### src/rtl/eag_pkg.sv
// eag_pkg: shared addressing-mode encoding for the effective address generator.
// Assumes a 3-bit mode code supplied by the instruction decoder.
package eag_pkg;
    typedef enum logic [2:0] {
        AM_REG   = 3'd0,
        AM_DIR   = 3'd1,
        AM_IND   = 3'd2,
        AM_XIND  = 3'd3,
        AM_XDP   = 3'd4,
        AM_CIDX  = 3'd5,
        AM_IMM8  = 3'd6,
        AM_IMM16 = 3'd7
    } amode_e;

    localparam int BANK_W = 2;
    localparam int RSEL_W = 3;
endpackage

### src/rtl/eag_bank_map.sv
// eag_bank_map: maps the active bank and a register number onto the
// internal RAM address of that working register.
// Assumes DW >= BANK_W + RSEL_W, so the whole bank window fits.
module eag_bank_map
    import eag_pkg::*;
#(
    parameter int DW = 8
) (
    input  logic [BANK_W-1:0] bank_i,
    input  logic [RSEL_W-1:0] rsel_i,
    output logic [DW-1:0]     addr_o
);
    localparam int WIN_W = BANK_W + RSEL_W;

    // Concatenate bank and register number, zero-extended to the address width.
    always_comb begin
        addr_o = '0;
        addr_o[WIN_W-1:0] = {bank_i, rsel_i};
    end
endmodule

### src/rtl/eag_ptr_pick.sv
// eag_ptr_pick: selects one of the two pointer registers for indirect
// access. It flags as illegal any register number other than 0 or 1.
// Assumes pointer contents are already read from the active bank.
module eag_ptr_pick
    import eag_pkg::*;
#(
    parameter int DW = 8
) (
    input  logic [RSEL_W-1:0] rsel_i,
    input  logic [DW-1:0]     ptr0_i,
    input  logic [DW-1:0]     ptr1_i,
    output logic [DW-1:0]     ptr_o,
    output logic              ok_o
);
    // Choose the pointer and judge the legality of the register field.
    always_comb begin
        ok_o  = (rsel_i[RSEL_W-1:1] == '0);
        ptr_o = rsel_i[0] ? ptr1_i : ptr0_i;
    end
endmodule

### src/rtl/eag_code_idx.sv
// eag_code_idx: forms a code-table address as the base plus an unsigned
// byte index. A carry out of the top bit is discarded (modulo 2^AW).
// Assumes AW > DW.
module eag_code_idx #(
    parameter int DW = 8,
    parameter int AW = 16
) (
    input  logic [AW-1:0] base_i,
    input  logic [DW-1:0] idx_i,
    output logic [AW-1:0] addr_o
);
    // Zero-extend the index and add it with a wrapping sum.
    always_comb begin
        addr_o = base_i + AW'(idx_i);
    end
endmodule

### src/rtl/eag_top.sv
// eag_top: operand effective address generator. It decodes the mode code
// into one of four results (internal, external, code address or immediate),
// or into an error, and registers the result once.
// Assumes AW == 2*DW, so a wide immediate fills the immediate output.
module eag_top
    import eag_pkg::*;
#(
    parameter int DW = 8,
    parameter int AW = 16
) (
    input  logic              clk,
    input  logic              rst_n,
    input  logic [2:0]        mode_i,
    input  logic [RSEL_W-1:0] rsel_i,
    input  logic [BANK_W-1:0] bank_i,
    input  logic              pair_reg_i,
    input  logic [DW-1:0]     opnd_i,
    input  logic [DW-1:0]     opnd_hi_i,
    input  logic [DW-1:0]     ptr0_i,
    input  logic [DW-1:0]     ptr1_i,
    input  logic [AW-1:0]     dptr_i,
    input  logic [DW-1:0]     acc_i,
    output logic [DW-1:0]     iram_addr_o,
    output logic              iram_vld_o,
    output logic [AW-1:0]     xdata_addr_o,
    output logic              xdata_vld_o,
    output logic [AW-1:0]     code_addr_o,
    output logic              code_vld_o,
    output logic [AW-1:0]     imm_data_o,
    output logic              imm_vld_o,
    output logic              err_o
);
    logic [DW-1:0] reg_addr;
    logic [DW-1:0] ptr_val;
    logic          ptr_ok;
    logic [AW-1:0] cidx_addr;

    logic [DW-1:0] n_iram;
    logic          n_iram_v;
    logic [AW-1:0] n_xdata;
    logic          n_xdata_v;
    logic [AW-1:0] n_code;
    logic          n_code_v;
    logic [AW-1:0] n_imm;
    logic          n_imm_v;
    logic          n_err;

    eag_bank_map #(.DW(DW)) u_bank (
        .bank_i (bank_i),
        .rsel_i (rsel_i),
        .addr_o (reg_addr)
    );

    eag_ptr_pick #(.DW(DW)) u_ptr (
        .rsel_i (rsel_i),
        .ptr0_i (ptr0_i),
        .ptr1_i (ptr1_i),
        .ptr_o  (ptr_val),
        .ok_o   (ptr_ok)
    );

    eag_code_idx #(.DW(DW), .AW(AW)) u_cidx (
        .base_i (dptr_i),
        .idx_i  (acc_i),
        .addr_o (cidx_addr)
    );

    // Decode the mode into exactly one result or an error; unused results stay zero.
    always_comb begin
        n_iram    = '0;
        n_iram_v  = 1'b0;
        n_xdata   = '0;
        n_xdata_v = 1'b0;
        n_code    = '0;
        n_code_v  = 1'b0;
        n_imm     = '0;
        n_imm_v   = 1'b0;
        n_err     = 1'b0;
        case (amode_e'(mode_i))
            AM_REG: begin
                if (pair_reg_i) begin
                    n_err = 1'b1;
                end else begin
                    n_iram   = reg_addr;
                    n_iram_v = 1'b1;
                end
            end
            AM_DIR: begin
                n_iram   = opnd_i;
                n_iram_v = 1'b1;
            end
            AM_IND: begin
                if (ptr_ok) begin
                    n_iram   = ptr_val;
                    n_iram_v = 1'b1;
                end else begin
                    n_err = 1'b1;
                end
            end
            AM_XIND: begin
                if (ptr_ok) begin
                    n_xdata   = AW'(ptr_val);
                    n_xdata_v = 1'b1;
                end else begin
                    n_err = 1'b1;
                end
            end
            AM_XDP: begin
                n_xdata   = dptr_i;
                n_xdata_v = 1'b1;
            end
            AM_CIDX: begin
                n_code   = cidx_addr;
                n_code_v = 1'b1;
            end
            AM_IMM8: begin
                n_imm   = AW'(opnd_i);
                n_imm_v = 1'b1;
            end
            AM_IMM16: begin
                n_imm   = AW'({opnd_hi_i, opnd_i});
                n_imm_v = 1'b1;
            end
            default: n_err = 1'b1;
        endcase
    end

    // Register the decoded result; synchronous active-low reset clears all.
    always_ff @(posedge clk) begin
        if (!rst_n) begin
            iram_addr_o  <= '0;
            iram_vld_o   <= 1'b0;
            xdata_addr_o <= '0;
            xdata_vld_o  <= 1'b0;
            code_addr_o  <= '0;
            code_vld_o   <= 1'b0;
            imm_data_o   <= '0;
            imm_vld_o    <= 1'b0;
            err_o        <= 1'b0;
        end else begin
            iram_addr_o  <= n_iram;
            iram_vld_o   <= n_iram_v;
            xdata_addr_o <= n_xdata;
            xdata_vld_o  <= n_xdata_v;
            code_addr_o  <= n_code;
            code_vld_o   <= n_code_v;
            imm_data_o   <= n_imm;
            imm_vld_o    <= n_imm_v;
            err_o        <= n_err;
        end
    end
endmodule

### config.mk
export PLATFORM = sky130hd
export DESIGN_NAME = eag_top
export DESIGN_NICKNAME = d
export VERILOG_FILES = /design/src/rtl/eag_pkg.sv /design/src/rtl/eag_bank_map.sv /design/src/rtl/eag_ptr_pick.sv /design/src/rtl/eag_code_idx.sv /design/src/rtl/eag_top.sv
export SDC_FILE = /design/constraint.sdc
export NUM_CORES = 1
export LEC_CHECK = 0
export BUFFER_PORTS_ARGS = -buffer_cell sky130_fd_sc_hd__buf_2
export CORE_UTILIZATION = 45
export DETAILED_ROUTE_END_ITERATION = 7
export GPL_TIMING_DRIVEN = 0
export PLACE_DENSITY = 0.8
export RECOVER_POWER = 100
export SKIP_CTS_REPAIR_TIMING = 1
export SYNTH_ARGS = -nofsm -noshare
export SYNTH_HDL_FRONTEND = slang
export SYNTH_SLANG_ARGS = --single-unit
export TNS_END_PERCENT = 30
### constraint.sdc
create_clock -name clk -period 4.6 [get_ports clk]
set_input_delay 0.23 -clock clk [delete_from_list [all_inputs] [get_ports clk]]
set_output_delay 0.23 -clock clk [all_outputs]
set_load 0.02 [all_outputs]
==> flow_summary.json, run 1 <==
{
  "cap_violations": 0,
  "cp_data_arrival_time_ps": 2080,
  "slew_viol_final": 0,
  "final_cells": 476,
  "core-area_um2": 5205,
  "routedWlPerCell_um": 13.19,
  "hold_class": "input port to flip-flop",
  "clock_path_buffers": 2,
  "clkSinkCount": 61,
  "rsz0062_at_grt": "no",
  "antennaDiodeCount": 0,
  "postSynthAreaPerCell_um2": 9.393,
  "cpPeakStageDelay_ps": 500,
  "power.density_nw_per_um2": 370.1,
  "slew-limit-headroom_pct": 36.92,
  "crit_family": "simple AND/OR/NAND/NOR gates",
  "path_cells": "clkbuf_1, ha_1, and2_0, a221oi_1, nand3_1, nand4_1, mux2i_1",
  "path_max_fanout": 4,
  "synth_cells": 264,
  "ios": 128,
  "yosysMostFrequentCell": "dfxtp_1",
  "grt.overflow.total": 0,
  "ant_nets": 0,
  "grt_pass1_wl_um": 9825,
  "vias": 2375,
  "ys_warn_count": 0,
  "htree_levels": 3,
  "max_clock_freq_ghz": 0.5465,
  "end_kind": "flip-flop",
  "cts_root_buf": "clkbuf_8",
  "antenna_found_initial": 0,
  "layout_min_cycle_time_ps": 1830,
  "drc": 0,
  "first_global_vias": 2129,
  "synth-main-ff-cell": "dfxtp_1",
  "peakVddDrop_mv": 0.2210,
  "totalWireLength_um": 6279,
  "numCtsBuffers": 9,
  "critPathLaunchType": "input port",
  "power.leakage_nw": 1.472,
  "crit_buf_inv": 1,
  "portBuffers": 126,
  "layout-drive-gt1-share_pct": 19.21,
  "clkTransAtPathRegs_ps": 70,
  "yosysTopAreaCell": "dfxtp_1",
  "ys_seq_area_share_pct": 49.24,
  "setup_viol": 0,
  "timing.final.crit_share_pct": 39.78,
  "start_util_pct": 47.64,
  "first_iter_violations": 86,
  "final-hold-violation-count": 0,
  "syn_nets": 340,
  "outcome": "complete, no violations",
  "ys_types": 35,
  "netlist.area_leader.share_pct": 49.24,
  "cts_tree": "done",
  "dp_cells": 460,
  "worstPathRequired_ps": 4850,
  "n_fill_cell": 492,
  "grt_max_degree": 12,
  "synth_common_cells": "61 x dfxtp_1, 35 x nor2_1, 21 x a21oi_1, 20 x and3_1, 13 x a22oi_1",
  "worst_pin_slew_ps": 944.2,
  "rows": 26,
  "synthTopCellsByArea": "dfxtp_1 49%, nor2_1 5.3%, and3_1 5.0%",
  "async_reset_ff_share_pct": 0,
  "gp_congestion": 0.8162,
  "fin_nets": 477,
  "synth_edf_count": 0,
  "syn_area_um2": 2480,
  "area_growth_pct": 34.01,
  "ys_ff_latch": 61,
  "final.setup.tns_ps": 0,
  "grt_usage_pct": 21.60,
  "die_h_um": 76.24,
  "worst-setup-path-type": "input port to flip-flop",
  "drt_pass1_iterations": 5,
  "dpl.hpwl_um": 4932,
  "die-area_um2": 5812,
  "crit_path_top_delay_cell": "a221oi_1",
  "die_w_um": 76.24,
  "viasPerCell": 4.989
}
-- power by group --
part	switching (mW)	internal, mW
Sequential	0.00327	0.540
Combinational	0.0972	0.0667
Clock	0.204	0.319
Total	0.304	0.926
-- logic make-up (layout without fill, tap and decap cells) --
| kind of cell | Yosys count | after routing | synth area share, % |
|---|---|---|---|
| buf+inv | 16 | 158 | 2.472 |
| mux | 9 | 9 | 3.633 |
| flops | 61 | 61 | 49.24 |
| xor+xnor | 6 | 6 | 2.119 |
| simple gates | 111 | 111 | 24.47 |
| fa+ha+maj | 9 | 9 | 4.844 |
| compound gates | 52 | 52 | 13.22 |
-- per-stage QoR --
stage | setup slack [ps] | total power [mW] | area [µm²] | util, % | hold WS [ps]
after floorplan | 2969 | 0.6585 | 2480 | - | 351.7
after global placement | 2752 | 0.7191 | 3198 | 61.44 | 452.6
after detailed placement | 2711 | 0.7243 | 3198 | 61.44 | 450.4
after CTS | 3039 | 1.243 | 3422 | 65.75 | 101.5
after global routing | 2625 | 1.277 | 3323 | 63.85 | 117.2
final | 2770 | 1.230 | 3323 | 63.85 | 116.9
-- layout by cell type, fill, tap and decap left out, drive strengths merged, types with 8 or more instances in the layout --
cell type	Yosys	layout
nor2b	11	11
and2	12	12
dfxtp	61	61
nand2	8	8
nor2	35	35
a21oi	21	21
clkbuf	11	89
a22oi	13	13
ha	8	8
buf	2	60
and3	20	20
mux2i	9	9
-- state kept, by name, indices dropped and copies added (netlist names) --
register / count
code_addr_o: 16
code_vld_o: 1
err_o: 1
imm_data_o: 16
imm_vld_o: 1
iram_addr_o: 8
iram_vld_o: 1
xdata_addr_o: 16
xdata_vld_o: 1
-- cell type report --
class / instances / area [µm²] / share of cell area (%)
timing repair buffer: 126 / 546.8 / 16.45
multi-input combinational: 187 / 1184 / 35.62
buffer: 13 / 48.80 / 1.468
inverter: 3 / 11.26 / 0.3389
clock inverter: 6 / 86.33 / 2.598
tap: 70 / 87.58 / 2.636
sequential: 61 / 1221 / 36.75
clock buffer: 10 / 137.6 / 4.142
-- routing by layer --
metal  part of all wire [%]  vias up  wire length [µm]  global-route usage [%]
met5                      0        -                 0                       0
met4                    2.0        0               128                   10.96
met3                    4.0       13               251                   2.874
met2                     50       80              3112                   36.94
met1                     44     1089              2786                   26.53
li1                       -     1193                 -                       -
-- path summary, 6_finish.rpt --
kind	slack, ps	to	startpoint	cells past startpoint
worst max-delay path	2770	code_addr_o[11]$_SDFF_PN0_	dptr_i[4]	7
worst min-delay path	120	imm_data_o[6]$_SDFF_PN0_	opnd_i[6]	2
Power figures use the tool's default switching activity.
==> inputs of run 2 (changes only) <==
CORE_UTILIZATION = 40   (was 45)
PLACE_DENSITY = 0.75   (was 0.8)
clock period = 1.6 ns   (was 4.6 ns; I/O delays follow)
==> flow_summary.json, run 2 (synthesized netlist as in run 1, its figures left out) <==
{
  "outcome": "complete, no violations",
  "holdPathStages": 2,
  "timing.final.crit_share_pct": 92.84,
  "worst-setup-path-type": "input port to flip-flop",
  "layout-drive-gt1-share_pct": 19.29,
  "power.density_nw_per_um2": 1034,
  "cts_tree": "done",
  "first_iter_violations": 56,
  "dpl.hpwl_um": 5024,
  "portBuffers": 126,
  "final_cells": 495,
  "fin_nets": 491,
  "cap_violations": 0,
  "reg_top3": "code_addr_o x16, imm_data_o x16, xdata_addr_o x16",
  "start_util_pct": 41.64,
  "gp_congestion": 0.9252,
  "grt.overflow.total": 0,
  "core-area_um2": 5956,
  "clkSinkCount": 61,
  "grt_pass1_wl_um": 9715,
  "ios": 128,
  "final_common_cell": "clkbuf_1",
  "rsz0062_at_grt": "no",
  "switching_share_pct": 24.28,
  "p_comb_share_pct": 14.0,
  "layout_min_cycle_time_ps": 1485,
  "final-hold-violation-count": 0,
  "path_max_fanout": 4,
  "clock_path_buffers": 2,
  "numCtsBuffers": 9,
  "final.setup.tns_ps": 0,
  "clkPwrFrac_pct": 42.6,
  "drc": 0,
  "p_sw_mw": 0.8749,
  "stdcell_area_um2": 3485,
  "max_clock_freq_ghz": 0.6732,
  "vias": 2432,
  "dpl_cell_area_um2": 3204,
  "power.internal_mw": 2.728,
  "cp_data_arrival_time_ps": 1730,
  "die_w_um": 80.74,
  "clkTransAtPathRegs_ps": 60,
  "power.leakage_nw": 1.547,
  "worst_pin_slew_ps": 610.1,
  "slew_viol_final": 0,
  "rows": 28,
  "mostFrequentLayoutCells": "78 x clkbuf_1, 61 x dfxtp_1, 61 x buf_2",
  "routedWlPerCell_um": 13.26,
  "antennaDiodeCount": 0,
  "drt_pass1_iterations": 4,
  "area_growth_pct": 40.51,
  "grt_max_degree": 11,
  "die_h_um": 80.74,
  "dp_cells": 465,
  "totalWireLength_um": 6562,
  "slew-limit-headroom_pct": 59.18,
  "end_kind": "flip-flop",
  "antenna_found_initial": 0,
  "hold_class": "input port to flip-flop",
  "setup_viol": 0,
  "worstPathRequired_ps": 1850,
  "die-area_um2": 6519,
  "viasPerCell": 4.913,
  "cts_root_buf": "clkbuf_8",
  "htree_levels": 3,
  "seqPwrFrac_pct": 43.4,
  "first_global_vias": 2204,
  "peakVddDrop_mv": 0.8208,
  "critPathLaunchType": "input port",
  "ant_nets": 0,
  "grt_usage_pct": 19.96
}
-- run 2: cell types whose count changed in the layout (fill, tap and decap cells not counted), moves of 2 or more --
cell / previous run / this run
buf_2: 59 / 61
and2_0: 8 / 5
and2_1: 4 / 7
dlygate4sd3_1: 0 / 14
-- run 2: cell type report --
cell class / instances / area [µm²]
Fill cell: 602 / 2471
Sequential cell: 61 / 1221
Multi-Input combinational cell: 187 / 1195
Timing Repair Buffer: 140 / 689.4
Clock buffer: 12 / 155.1
Tap cell: 75 / 93.84
Clock inverter: 4 / 70.07
Buffer: 13 / 48.80
Inverter: 3 / 11.26
-- run 2: power groups by stage --
| stage | Clock, mW | Sequential, mW | Combinational (mW) |
|---|---|---|---|
| after detailed placement | 0 | 1.60 | 0.487 |
| after global routing | 1.63 | 1.57 | 0.558 |
| final | 1.54 | 1.56 | 0.504 |
| after global placement | 0 | 1.60 | 0.476 |
| after floorplan | 0 | 1.64 | 0.251 |
| after CTS | 1.56 | 1.56 | 0.489 |
-- run 2: per-layer routing --
| layer | vias up | GRT usage [%] | wire, µm |
|---|---|---|---|
| met3 | 13 | 4.270 | 455 |
| met2 | 105 | 31.95 | 3029 |
| li1 | 1223 | - | - |
| met4 | 0 | 10.71 | 140 |
| met5 | - | 0 | 0 |
| met1 | 1091 | 25.07 | 2937 |
-- run 2: path summary, 6_finish.rpt --
path | slack [ps] | endpoint | from
setup / recovery | 110 | code_addr_o[9]$_SDFF_PN0_ | dptr_i[4]
hold / removal | 1 | imm_data_o[13]$_SDFF_PN0_ | opnd_hi_i[5]
-- run 2: worst max-delay path: stages --
cell	delay (ps)
buf_2	120
ha_1	360
and2_1	250
a221oi_2	390
nand3_1	190
and3_1	200
o21ai_1	150
-- run 2: through the flow --
step / utilization [%] / power (mW) / hold slack [ps] / setup slack, ps
2_1_floorplan: - / 1.893 / 201.7 / 119.3
3_3_place_gp: 53.80 / 2.071 / 303.8 / -100.7
3_5_place_dp: 53.80 / 2.083 / 304.3 / -162.3
4_1_cts: 57.58 / 3.610 / -40.76 / 187.3
5_1_grt: 58.51 / 3.753 / 1.906 / 48.80
6_report: 58.51 / 3.603 / 1.134 / 114.6
==> inputs of run 3 (changes only) <==
SETUP_SLACK_MARGIN = 0.5   (was unset)
==> flow_summary.json, run 3 (synthesized netlist as in run 1, its figures left out) <==
{
  "outcome": "complete, no violations",
  "first_global_vias": 2177,
  "layout-drive-gt1-share_pct": 24.71,
  "n_fill_cell": 566,
  "clkTransAtPathRegs_ps": 70,
  "dpl.hpwl_um": 5044,
  "clock_path_buffers": 2,
  "dp_cells": 465,
  "ant_nets": 0,
  "path_max_fanout": 5,
  "power.leakage_nw": 1.598,
  "rows": 28,
  "power.density_nw_per_um2": 960.8,
  "grt_max_degree": 11,
  "max_clock_freq_ghz": 0.7408,
  "crit_path_top_delay_cell": "fa_2",
  "whs_ps": 25.80,
  "portBuffers": 126,
  "seqPwrFrac_pct": 44.1,
  "final-hold-violation-count": 0,
  "grt_usage_pct": 20.31,
  "rsz0062_at_grt": "yes",
  "mostFrequentLayoutCells": "76 x clkbuf_1, 61 x dfxtp_1, 58 x buf_2",
  "cts_tree": "done",
  "first_iter_violations": 92,
  "final_cells": 504,
  "antennaDiodeCount": 0,
  "totalWireLength_um": 7097,
  "htree_levels": 3,
  "end_kind": "flip-flop",
  "peakVddDrop_mv": 0.5150,
  "cts_root_buf": "clkbuf_8",
  "timing.final.crit_share_pct": 84.37,
  "viasPerCell": 4.933,
  "min_from": "dptr_i[15]",
  "regArea_um2": 1221,
  "die_w_um": 80.74,
  "grt.overflow.total": 0,
  "die_h_um": 80.74,
  "antenna_found_initial": 0,
  "p_comb_share_pct": 17.0,
  "clkSinkCount": 61,
  "p_sw_mw": 0.9177,
  "worstPathRequired_ps": 1800,
  "layout_min_cycle_time_ps": 1350,
  "reg_top3": "code_addr_o x16, imm_data_o x16, xdata_addr_o x16",
  "die-area_um2": 6519,
  "grt_pass1_wl_um": 9804,
  "critPathLaunchType": "input port",
  "core-area_um2": 5956,
  "slew-limit-headroom_pct": 60.28,
  "cpPeakStageDelay_ps": 330,
  "final.setup.tns_ps": 0,
  "drt_pass1_iterations": 4,
  "holdPathStages": 3,
  "gp_congestion": 0.9380,
  "fin_nets": 501,
  "multi_input_area_um2": 1324,
  "clkPwrFrac_pct": 38.9,
  "switching_share_pct": 25.89,
  "area_growth_pct": 48.79,
  "final_common_cell": "clkbuf_1",
  "worst_pin_slew_ps": 593.6,
  "slew_viol_final": 0,
  "cap_violations": 0,
  "numCtsBuffers": 9,
  "path_cells": "buf_4, ha_4, fa_2, a21o_1, nand3_1, a31o_1, xor2_1, nor2_1",
  "hold_class": "input port to flip-flop",
  "vias": 2486,
  "start_util_pct": 41.64,
  "setup_viol": 0,
  "cp_data_arrival_time_ps": 1550,
  "worst-setup-path-type": "input port to flip-flop",
  "routedWlPerCell_um": 14.08,
  "drc": 0,
  "power.internal_mw": 2.627,
  "ios": 128,
  "whs_endpoint": "code_addr_o[15]$_SDFF_PN0_"
}
-- run 3: cell count changes in the layout (fill, tap and decap cells not counted), moves of 3 or more --
cell,previous run,this run
buf_2,61,58
and2_0,5,2
ha_4,0,7
buf_4,0,8
ha_1,8,1
buf_6,0,3
-- run 3: stage by stage --
| step | utilization [%] | total power [mW] | instance area (µm²) | setup WS, ps |
|---|---|---|---|---|
| global placement | 54.54 | 2.088 | 3248 | -37.44 |
| floorplan | - | 1.904 | 2524 | 231.3 |
| detailed placement | 54.54 | 2.100 | 3248 | -137.8 |
| global route | 61.95 | 3.697 | 3690 | 189.8 |
| CTS | 57.88 | 3.473 | 3447 | 207.5 |
| finish | 61.95 | 3.545 | 3690 | 250.2 |
-- run 3: layer usage --
layer	up-vias	GRT usage [%]	share of wire, %
met3	7	5.169	6.3
met1	1137	24.07	43
li1	1238	-	-
met2	104	33.64	49
met4	0	10.89	1.3
met5	-	0	0
-- run 3: power by group through the flow --
stage	clock (mW)	combinational, mW	sequential [mW]
after floorplan	0	0.261	1.64
after global placement	0	0.492	1.60
after detailed placement	0	0.504	1.60
after CTS	1.40	0.507	1.56
after global routing	1.47	0.659	1.57
final	1.38	0.604	1.56
-- run 3: worst max-delay path by stage --
stage	to	from	slack, ps
2_1_floorplan	code_addr_o[14]$_SDFF_PN0_	dptr_i[0]	230
3_3_place_gp	code_addr_o[10]$_SDFF_PN0_	dptr_i[5]	-40
3_5_place_dp	code_addr_o[10]$_SDFF_PN0_	dptr_i[5]	-140
4_1_cts	code_addr_o[10]$_SDFF_PN0_	dptr_i[5]	210
5_1_grt	code_addr_o[10]$_SDFF_PN0_	dptr_i[0]	190
6_report	code_addr_o[10]$_SDFF_PN0_	dptr_i[0]	250
-- run 3: final cells by class --
class                           instances  share of cell area, %
Buffer                                 13                  1.322
Sequential cell                        61                  33.10
Inverter                                3                 0.3052
Multi-Input combinational cell        187                  35.88
Clock inverter                          4                  1.289
Tap cell                               75                  2.543
Clock buffer                           11                  4.103
Timing Repair Buffer                  150                  21.46
-- run 3: worst max-delay path: cells and delay by family --
kind | cells | cell delay [ps]
AOI/OAI and AO/OA | 2 | 470
and+or+nand+nor | 2 | 210
buffers and inverters | 1 | 130
xor gates and xnor gates | 1 | 160
adders and majority gates | 2 | 490
